<file path="src/rtl/rti_pkg.sv">
package rti_pkg;

    // Sequencer states
    typedef enum logic [0:0] {
        ST_OFF = 1'b0,
        ST_RUN = 1'b1
    } rti_state_e;

    // Names of the sequencer transitions, used for visibility only
    typedef enum logic [1:0] {
        T_HOLD    = 2'd0,
        T_START   = 2'd1,
        T_STOP    = 2'd2,
        T_RESTART = 2'd3
    } rti_trans_e;

endpackage

</file>
<file path="src/rtl/rti_regs.sv">
module rti_regs #(
    parameter int ADDR_W   = 6,
    parameter int CODE_W   = 3,
    parameter int MOD_W    = 4,
    parameter logic [ADDR_W-1:0] CTL_ADDR = 6'h3B,
    parameter logic [ADDR_W-1:0] FLG_ADDR = 6'h37,
    parameter logic [ADDR_W-1:0] EN_ADDR  = 6'h38,
    localparam int DATA_W  = 1 + CODE_W + MOD_W
) (
    input  logic              clk,
    input  logic              rst_n,
    input  logic [ADDR_W-1:0] addr,
    input  logic              we,
    input  logic [DATA_W-1:0] wdata,
    input  logic              done,
    output logic [DATA_W-1:0] rdata,
    output logic              ctl_wr,
    output logic [CODE_W-1:0] new_code,
    output logic [CODE_W-1:0] code,
    output logic [MOD_W-1:0]  limit,
    output logic              flag,
    output logic              en
);

    localparam int CTL_W = CODE_W + MOD_W;

    logic [CTL_W-1:0] ctl_q;
    logic             flag_q;
    logic             en_q;
    logic             flg_wr;
    logic             en_wr;

    always_comb begin
        ctl_wr   = we && (addr == CTL_ADDR);
        flg_wr   = we && (addr == FLG_ADDR);
        en_wr    = we && (addr == EN_ADDR);
        new_code = wdata[CTL_W-1:MOD_W];
    end

    // Control register: the top bit is reserved and is not stored
    always_ff @(posedge clk or negedge rst_n) begin
        if (!rst_n) begin
            ctl_q <= '0;
        end else if (ctl_wr) begin
            ctl_q <= wdata[CTL_W-1:0];
        end
    end

    always_ff @(posedge clk or negedge rst_n) begin
        if (!rst_n) begin
            en_q <= 1'b0;
        end else if (en_wr) begin
            en_q <= wdata[0];
        end
    end

    // Flag: a period end outranks a clear in the same cycle
    always_ff @(posedge clk or negedge rst_n) begin
        if (!rst_n) begin
            flag_q <= 1'b0;
        end else if (done) begin
            flag_q <= 1'b1;
        end else if (flg_wr && wdata[0]) begin
            flag_q <= 1'b0;
        end
    end

    always_comb begin
        rdata = '0;
        unique case (1'b1)
            (addr == CTL_ADDR): rdata = {1'b0, ctl_q};
            (addr == FLG_ADDR): rdata = {{(DATA_W-1){1'b0}}, flag_q};
            (addr == EN_ADDR):  rdata = {{(DATA_W-1){1'b0}}, en_q};
            default:            rdata = '0;
        endcase
    end

    always_comb begin
        code  = ctl_q[CTL_W-1:MOD_W];
        limit = ctl_q[MOD_W-1:0];
        flag  = flag_q;
        en    = en_q;
    end

endmodule

</file>
<file path="src/rtl/rti_seq.sv">
module rti_seq
    import rti_pkg::*;
#(
    parameter int CODE_W = 3
) (
    input  logic              clk,
    input  logic              rst_n,
    input  logic              ctl_wr,
    input  logic [CODE_W-1:0] new_code,
    output logic              run,
    output logic              clr,
    output rti_trans_e        trans
);

    rti_state_e state_q;
    rti_state_e state_d;

    // Next-state and transition decode
    always_comb begin
        state_d = state_q;
        trans   = T_HOLD;
        unique case (state_q)
            ST_OFF: begin
                if (ctl_wr && (new_code != '0)) begin
                    state_d = ST_RUN;
                    trans   = T_START;
                end
            end
            ST_RUN: begin
                if (ctl_wr && (new_code == '0)) begin
                    state_d = ST_OFF;
                    trans   = T_STOP;
                end else if (ctl_wr) begin
                    state_d = ST_RUN;
                    trans   = T_RESTART;
                end
            end
            default: begin
                state_d = ST_OFF;
                trans   = T_HOLD;
            end
        endcase
    end

    // State register
    always_ff @(posedge clk or negedge rst_n) begin
        if (!rst_n) begin
            state_q <= ST_OFF;
        end else begin
            state_q <= state_d;
        end
    end

    // Outputs
    always_comb begin
        run = 1'b0;
        clr = ctl_wr;
        unique case (state_q)
            ST_OFF:  run = 1'b0;
            ST_RUN:  run = 1'b1;
            default: run = 1'b0;
        endcase
    end

endmodule

</file>
<file path="src/rtl/rti_prescaler.sv">
module rti_prescaler #(
    parameter int CODE_W   = 3,
    parameter int LOG_BASE = 9,
    localparam int N_CODES = 1 << CODE_W,
    localparam int PRE_W   = LOG_BASE + N_CODES - 1
) (
    input  logic              clk,
    input  logic              rst_n,
    input  logic              clr,
    input  logic              run,
    input  logic [CODE_W-1:0] code,
    output logic              tick,
    output logic [PRE_W-1:0]  cnt
);

    logic [PRE_W-1:0] term_tab [N_CODES];
    logic [PRE_W-1:0] cnt_q;
    logic             at_term;

    // Terminal value for each code: 2^(code+LOG_BASE) - 1
    for (genvar g = 0; g < N_CODES; g++) begin : g_term
        if (g == 0) begin : g_off
            assign term_tab[g] = '0;
        end else begin : g_on
            localparam logic [PRE_W:0] SPAN = (PRE_W+1)'(1) << (LOG_BASE + g);
            assign term_tab[g] = PRE_W'(SPAN - 1'b1);
        end
    end

    always_comb begin
        at_term = (cnt_q == term_tab[code]);
        tick    = run && at_term;
        cnt     = cnt_q;
    end

    always_ff @(posedge clk or negedge rst_n) begin
        if (!rst_n) begin
            cnt_q <= '0;
        end else if (clr) begin
            cnt_q <= '0;
        end else if (run) begin
            cnt_q <= at_term ? '0 : cnt_q + 1'b1;
        end
    end

endmodule

</file>
<file path="src/rtl/rti_modulus.sv">
module rti_modulus #(
    parameter int MOD_W = 4
) (
    input  logic             clk,
    input  logic             rst_n,
    input  logic             clr,
    input  logic             tick,
    input  logic [MOD_W-1:0] limit,
    output logic             done,
    output logic [MOD_W-1:0] cnt
);

    logic [MOD_W-1:0] cnt_q;
    logic             at_limit;

    always_comb begin
        at_limit = (cnt_q == limit);
        done     = tick && at_limit;
        cnt      = cnt_q;
    end

    always_ff @(posedge clk or negedge rst_n) begin
        if (!rst_n) begin
            cnt_q <= '0;
        end else if (clr) begin
            cnt_q <= '0;
        end else if (tick) begin
            cnt_q <= at_limit ? '0 : cnt_q + 1'b1;
        end
    end

endmodule

</file>
<file path="src/rtl/rti_timer.sv">
module rti_timer
    import rti_pkg::*;
#(
    parameter int ADDR_W   = 6,
    parameter int CODE_W   = 3,
    parameter int MOD_W    = 4,
    parameter int LOG_BASE = 9,
    parameter logic [ADDR_W-1:0] CTL_ADDR = 6'h3B,
    parameter logic [ADDR_W-1:0] FLG_ADDR = 6'h37,
    parameter logic [ADDR_W-1:0] EN_ADDR  = 6'h38,
    localparam int DATA_W  = 1 + CODE_W + MOD_W,
    localparam int PRE_W   = LOG_BASE + (1 << CODE_W) - 1
) (
    input  logic              clk,
    input  logic              rst_n,
    input  logic [ADDR_W-1:0] bus_addr,
    input  logic              bus_we,
    input  logic [DATA_W-1:0] bus_wdata,
    output logic [DATA_W-1:0] bus_rdata,
    output logic              irq
);

    logic              ctl_wr;
    logic [CODE_W-1:0] new_code;
    logic [CODE_W-1:0] code;
    logic [MOD_W-1:0]  limit;
    logic              flag;
    logic              en;
    logic              run;
    logic              clr;
    logic              tick;
    logic              done;
    logic [PRE_W-1:0]  pre_cnt;
    logic [MOD_W-1:0]  mod_cnt;
    rti_trans_e        trans;

    rti_regs #(
        .ADDR_W   (ADDR_W),
        .CODE_W   (CODE_W),
        .MOD_W    (MOD_W),
        .CTL_ADDR (CTL_ADDR),
        .FLG_ADDR (FLG_ADDR),
        .EN_ADDR  (EN_ADDR)
    ) regs_i (
        .clk      (clk),
        .rst_n    (rst_n),
        .addr     (bus_addr),
        .we       (bus_we),
        .wdata    (bus_wdata),
        .done     (done),
        .rdata    (bus_rdata),
        .ctl_wr   (ctl_wr),
        .new_code (new_code),
        .code     (code),
        .limit    (limit),
        .flag     (flag),
        .en       (en)
    );

    rti_seq #(
        .CODE_W (CODE_W)
    ) seq_i (
        .clk      (clk),
        .rst_n    (rst_n),
        .ctl_wr   (ctl_wr),
        .new_code (new_code),
        .run      (run),
        .clr      (clr),
        .trans    (trans)
    );

    rti_prescaler #(
        .CODE_W   (CODE_W),
        .LOG_BASE (LOG_BASE)
    ) pre_i (
        .clk   (clk),
        .rst_n (rst_n),
        .clr   (clr),
        .run   (run),
        .code  (code),
        .tick  (tick),
        .cnt   (pre_cnt)
    );

    rti_modulus #(
        .MOD_W (MOD_W)
    ) mod_i (
        .clk   (clk),
        .rst_n (rst_n),
        .clr   (clr),
        .tick  (tick),
        .limit (limit),
        .done  (done),
        .cnt   (mod_cnt)
    );

    always_comb begin
        irq = flag && en;
    end

endmodule

</file>
<file path="config.mk">
export PLATFORM = sky130hd
export DESIGN_NAME = rti_timer
export DESIGN_NICKNAME = d
export VERILOG_FILES = /design/src/rtl/rti_pkg.sv /design/src/rtl/rti_regs.sv /design/src/rtl/rti_seq.sv /design/src/rtl/rti_prescaler.sv /design/src/rtl/rti_modulus.sv /design/src/rtl/rti_timer.sv
export SDC_FILE = /design/constraint.sdc
export NUM_CORES = 1
export LEC_CHECK = 0
export BUFFER_PORTS_ARGS = -buffer_cell sky130_fd_sc_hd__buf_2
export CORE_MARGIN = 2
export CORE_UTILIZATION = 57
export CTS_CLUSTER_DIAMETER = 50
export DETAILED_ROUTE_END_ITERATION = 6
export PLACE_DENSITY = 0.87
export SLEW_MARGIN = 20
export SYNTH_ARGS = -nofsm -noshare
export SYNTH_HDL_FRONTEND = slang
export SYNTH_SLANG_ARGS = --single-unit
</file>
<file path="constraint.sdc">
create_clock -name clk -period 2.7 [get_ports clk]
set_input_delay 0.27 -clock clk [delete_from_list [all_inputs] [get_ports clk]]
set_output_delay 0.27 -clock clk [all_outputs]
set_load 0.005 [all_outputs]
</file>
==> impl_metrics.tcl <==
set metrics [dict create \
    status "complete, no violations" \
    grt_setup_unrepaired "false" \
    synth-async-reset-ratio_pct 100.0 \
    setup_tns_ns 0 \
    fin_nets 251 \
    cap_violations 0 \
    clk_pin_slew_ns 0.08 \
    cts_tree "built" \
    finClkSkew_ns 0.004630 \
    ant_nets 0 \
    grt-ovfl-total 0 \
    relSlewSlack_pct 55.10 \
    hold_viol 0 \
    cpPeakStageDelay_ns 0.49 \
    dp_hpwl_um 3111 \
    worstSetupPathType "flop to flop" \
    final-instance-count-excl-fill 278 \
    ys_seq_elements 30 \
    die_w_um 62.76 \
    worstSetupEndpointType "flop" \
    path_cells "or3_4 > nand3b_1 > a211oi_4 > buf_4 > a21oi_1 > a211o_1" \
    post_dp_cell_area_um2 2115 \
    final_cell_mix "dfrtp_1, buf_2, nand3_1" \
    placed_cells 270 \
    dr.pass1.iters 4 \
    cts_resized 0 \
    leakage_nw 1.014 \
    tightest_slew_ns 0.6728 \
    portBuffers 23 \
    clock.fmax_ghz 0.4370 \
    numCtsBuffers 5 \
    drc 0 \
    antenna_found_initial 0 \
    wirelength_um 4311 \
    layout_commonest_cell "dfrtp_1" \
    synth_cells 205 \
    slew_viol_final 0 \
    path_max_fanout 11 \
    syn_area_um2 1968 \
    fin_crit_sh_pct 84.74 \
    fp-row-count 21 \
    vias 1756 \
    min_period_ns 2.288 \
    powerDensity_nw_per_um2 603.4 \
    insertion_delay_ns 0.33 \
    initialDrtViolationCount 85 \
    die_y_um 62.76 \
    viasPerCell 6.317 \
    setup_viol 0 \
    die_area_um2 3939 \
    synth.avg_cell_area_um2 9.601 \
    yosys_warnings 0 \
    layout-drive-gt1-share_pct 25.00 \
    synth_top_area_cell "dfrtp_1" \
    core_area_um2 3337 \
    synth-edff-count 0 \
    initial_core_util_pct 58.98 \
    numClockSinks 30 \
    cts_setup_buffers 0 \
    wl_per_cell_um 15.51 \
    postCtsHoldBufs 1 \
    grt_pass1_wl_um 7935 \
    hp-class "input pin to flop" \
    yosysSeqAreaShare_pct 38.14 \
    synthDistinctLibCells 52 \
    area_growth_pct 10.36 \
    synth_top_area_share_pct 38.14 \
    synth_area_leaders "dfrtp_1, mux2_2, nand3_1, and2_1, a21oi_1" \
    slowest_stage "dfrtp_1" \
    final_area_um2 2172 \
    grt_pass1_vias 1712 \
    gp_congestion 0.8119 \
    cp-start-kind "flop" \
    fin_util_pct 65.09 \
    cts_max_path_buffers 2 \
    worst_ep_arrival_time_ns 2.51 \
    root_buffer "clkbuf_4" \
    crit_required_ns 2.92 \
    boundaryPins 26 \
    grt_max_degree 31 \
    syn_nets 224 \
    antenna_cells 0 \
    htreeDepth 2 \
    ir_drop_mv 0.3393 \
    track_usage_pct 25.36 \
    ys.flop_type "dfrtp_1" \
]
through the flow:
step / hold slack (ns) / worst slack [ns] / total power, mW
global route: 0.1398 / 0.3154 / 1.405
finish: 0.1644 / 0.4119 / 1.311
detailed placement: 0.3405 / 0.4539 / 1.072
global placement: 0.3466 / 0.4639 / 1.054
floorplan: -0.02559 / 0.7155 / 0.9543
CTS: 0.1539 / 0.4225 / 1.319
area by class of cell:
cell class | count | area, um^2
fill | 289 | 1165
clock buffer | 7 | 45.04
multi-input combinational | 164 | 1149
timing repair buffer | 29 | 162.7
sequential | 30 | 750.7
inverter | 2 | 7.507
tap | 46 | 57.56
registers in the layout, indices dropped and copies added (netlist names), named ones only:
name	flops
mod_i.cnt	4
regs_i.en	1
regs_i.ctl_q	7
pre_i.cnt	16
regs_i.flag	1
layer usage:
layer  track usage, %  part of all wire (%)
met1            34.67                    44
met2            39.25                    47
met3            6.486                   7.1
met4            8.889                   1.3
met5                0                     0
cells in the mapped netlist, types with 2 or more instances:
cell type / instances
and3_1: 5
nor3_1: 9
nor4_1: 5
nand4b_1: 3
buf_2: 3
and2_1: 9
a21boi_0: 3
nor2b_1: 2
o21ai_0: 2
a221o_1: 4
a22o_1: 4
xor2_1: 6
buf_4: 3
ha_1: 2
buf_6: 2
dfrtp_1: 30
nor2_1: 11
a211oi_4: 2
mux2_2: 9
inv_1: 2
nand2_1: 14
o31ai_1: 3
a21oi_1: 11
or3_1: 2
nand3_1: 19
and3_2: 2
nand3b_1: 4
o2bb2ai_1: 2
and4_1: 2
nand4_1: 3
a211o_1: 6
kinds of logic (layout without fill, tap and decap cells):
logic type / after synthesis / count (layout) / share of synthesized area (%)
AOI/OAI and AO/OA: 48 / 48 / 20.47
adders and majority gates: 2 / 2 / 1.271
muxes: 9 / 9 / 5.150
DFF: 30 / 30 / 38.14
other: 1 / 1 / 0.1905
buffers and inverters: 11 / 38 / 3.623
and+or+nand+nor: 98 / 98 / 28.48
xor gates and xnor gates: 6 / 6 / 2.670
worst max-delay path, delay by kind of cell, from the launching register on:
kind	cells	cell delay (ns)
AOI/OAI and AO/OA	3	0.82
and+or+nand+nor	2	0.64
DFF	1	0.49
buffers and inverters	1	0.22
where the power goes:
part           internal, mW  switching (mW)  leakage, nW
registers             0.529           0.108        0.399
clock network        0.0979           0.142       0.0254
logic                 0.200           0.233        0.590
total                 0.827           0.483         1.01
path summary, 6_finish.rpt:
kind	startpoint	slack [ns]	to	depth (start not counted)
hold reg to reg	regs_i.flag	0.52	regs_i.flag	1
setup reg to reg	regs_i.ctl_q[5]	0.41	pre_i.cnt[8]	6
hold / removal	bus_wdata[2]	0.16	regs_i.ctl_q[2]	2
min in group asynchronous	rst_n	0.51	pre_i.cnt[2]	2
setup / recovery	regs_i.ctl_q[5]	0.41	pre_i.cnt[8]	6
max in group asynchronous	rst_n	1.76	pre_i.cnt[15]	2
Power figures use the tool's default switching activity.
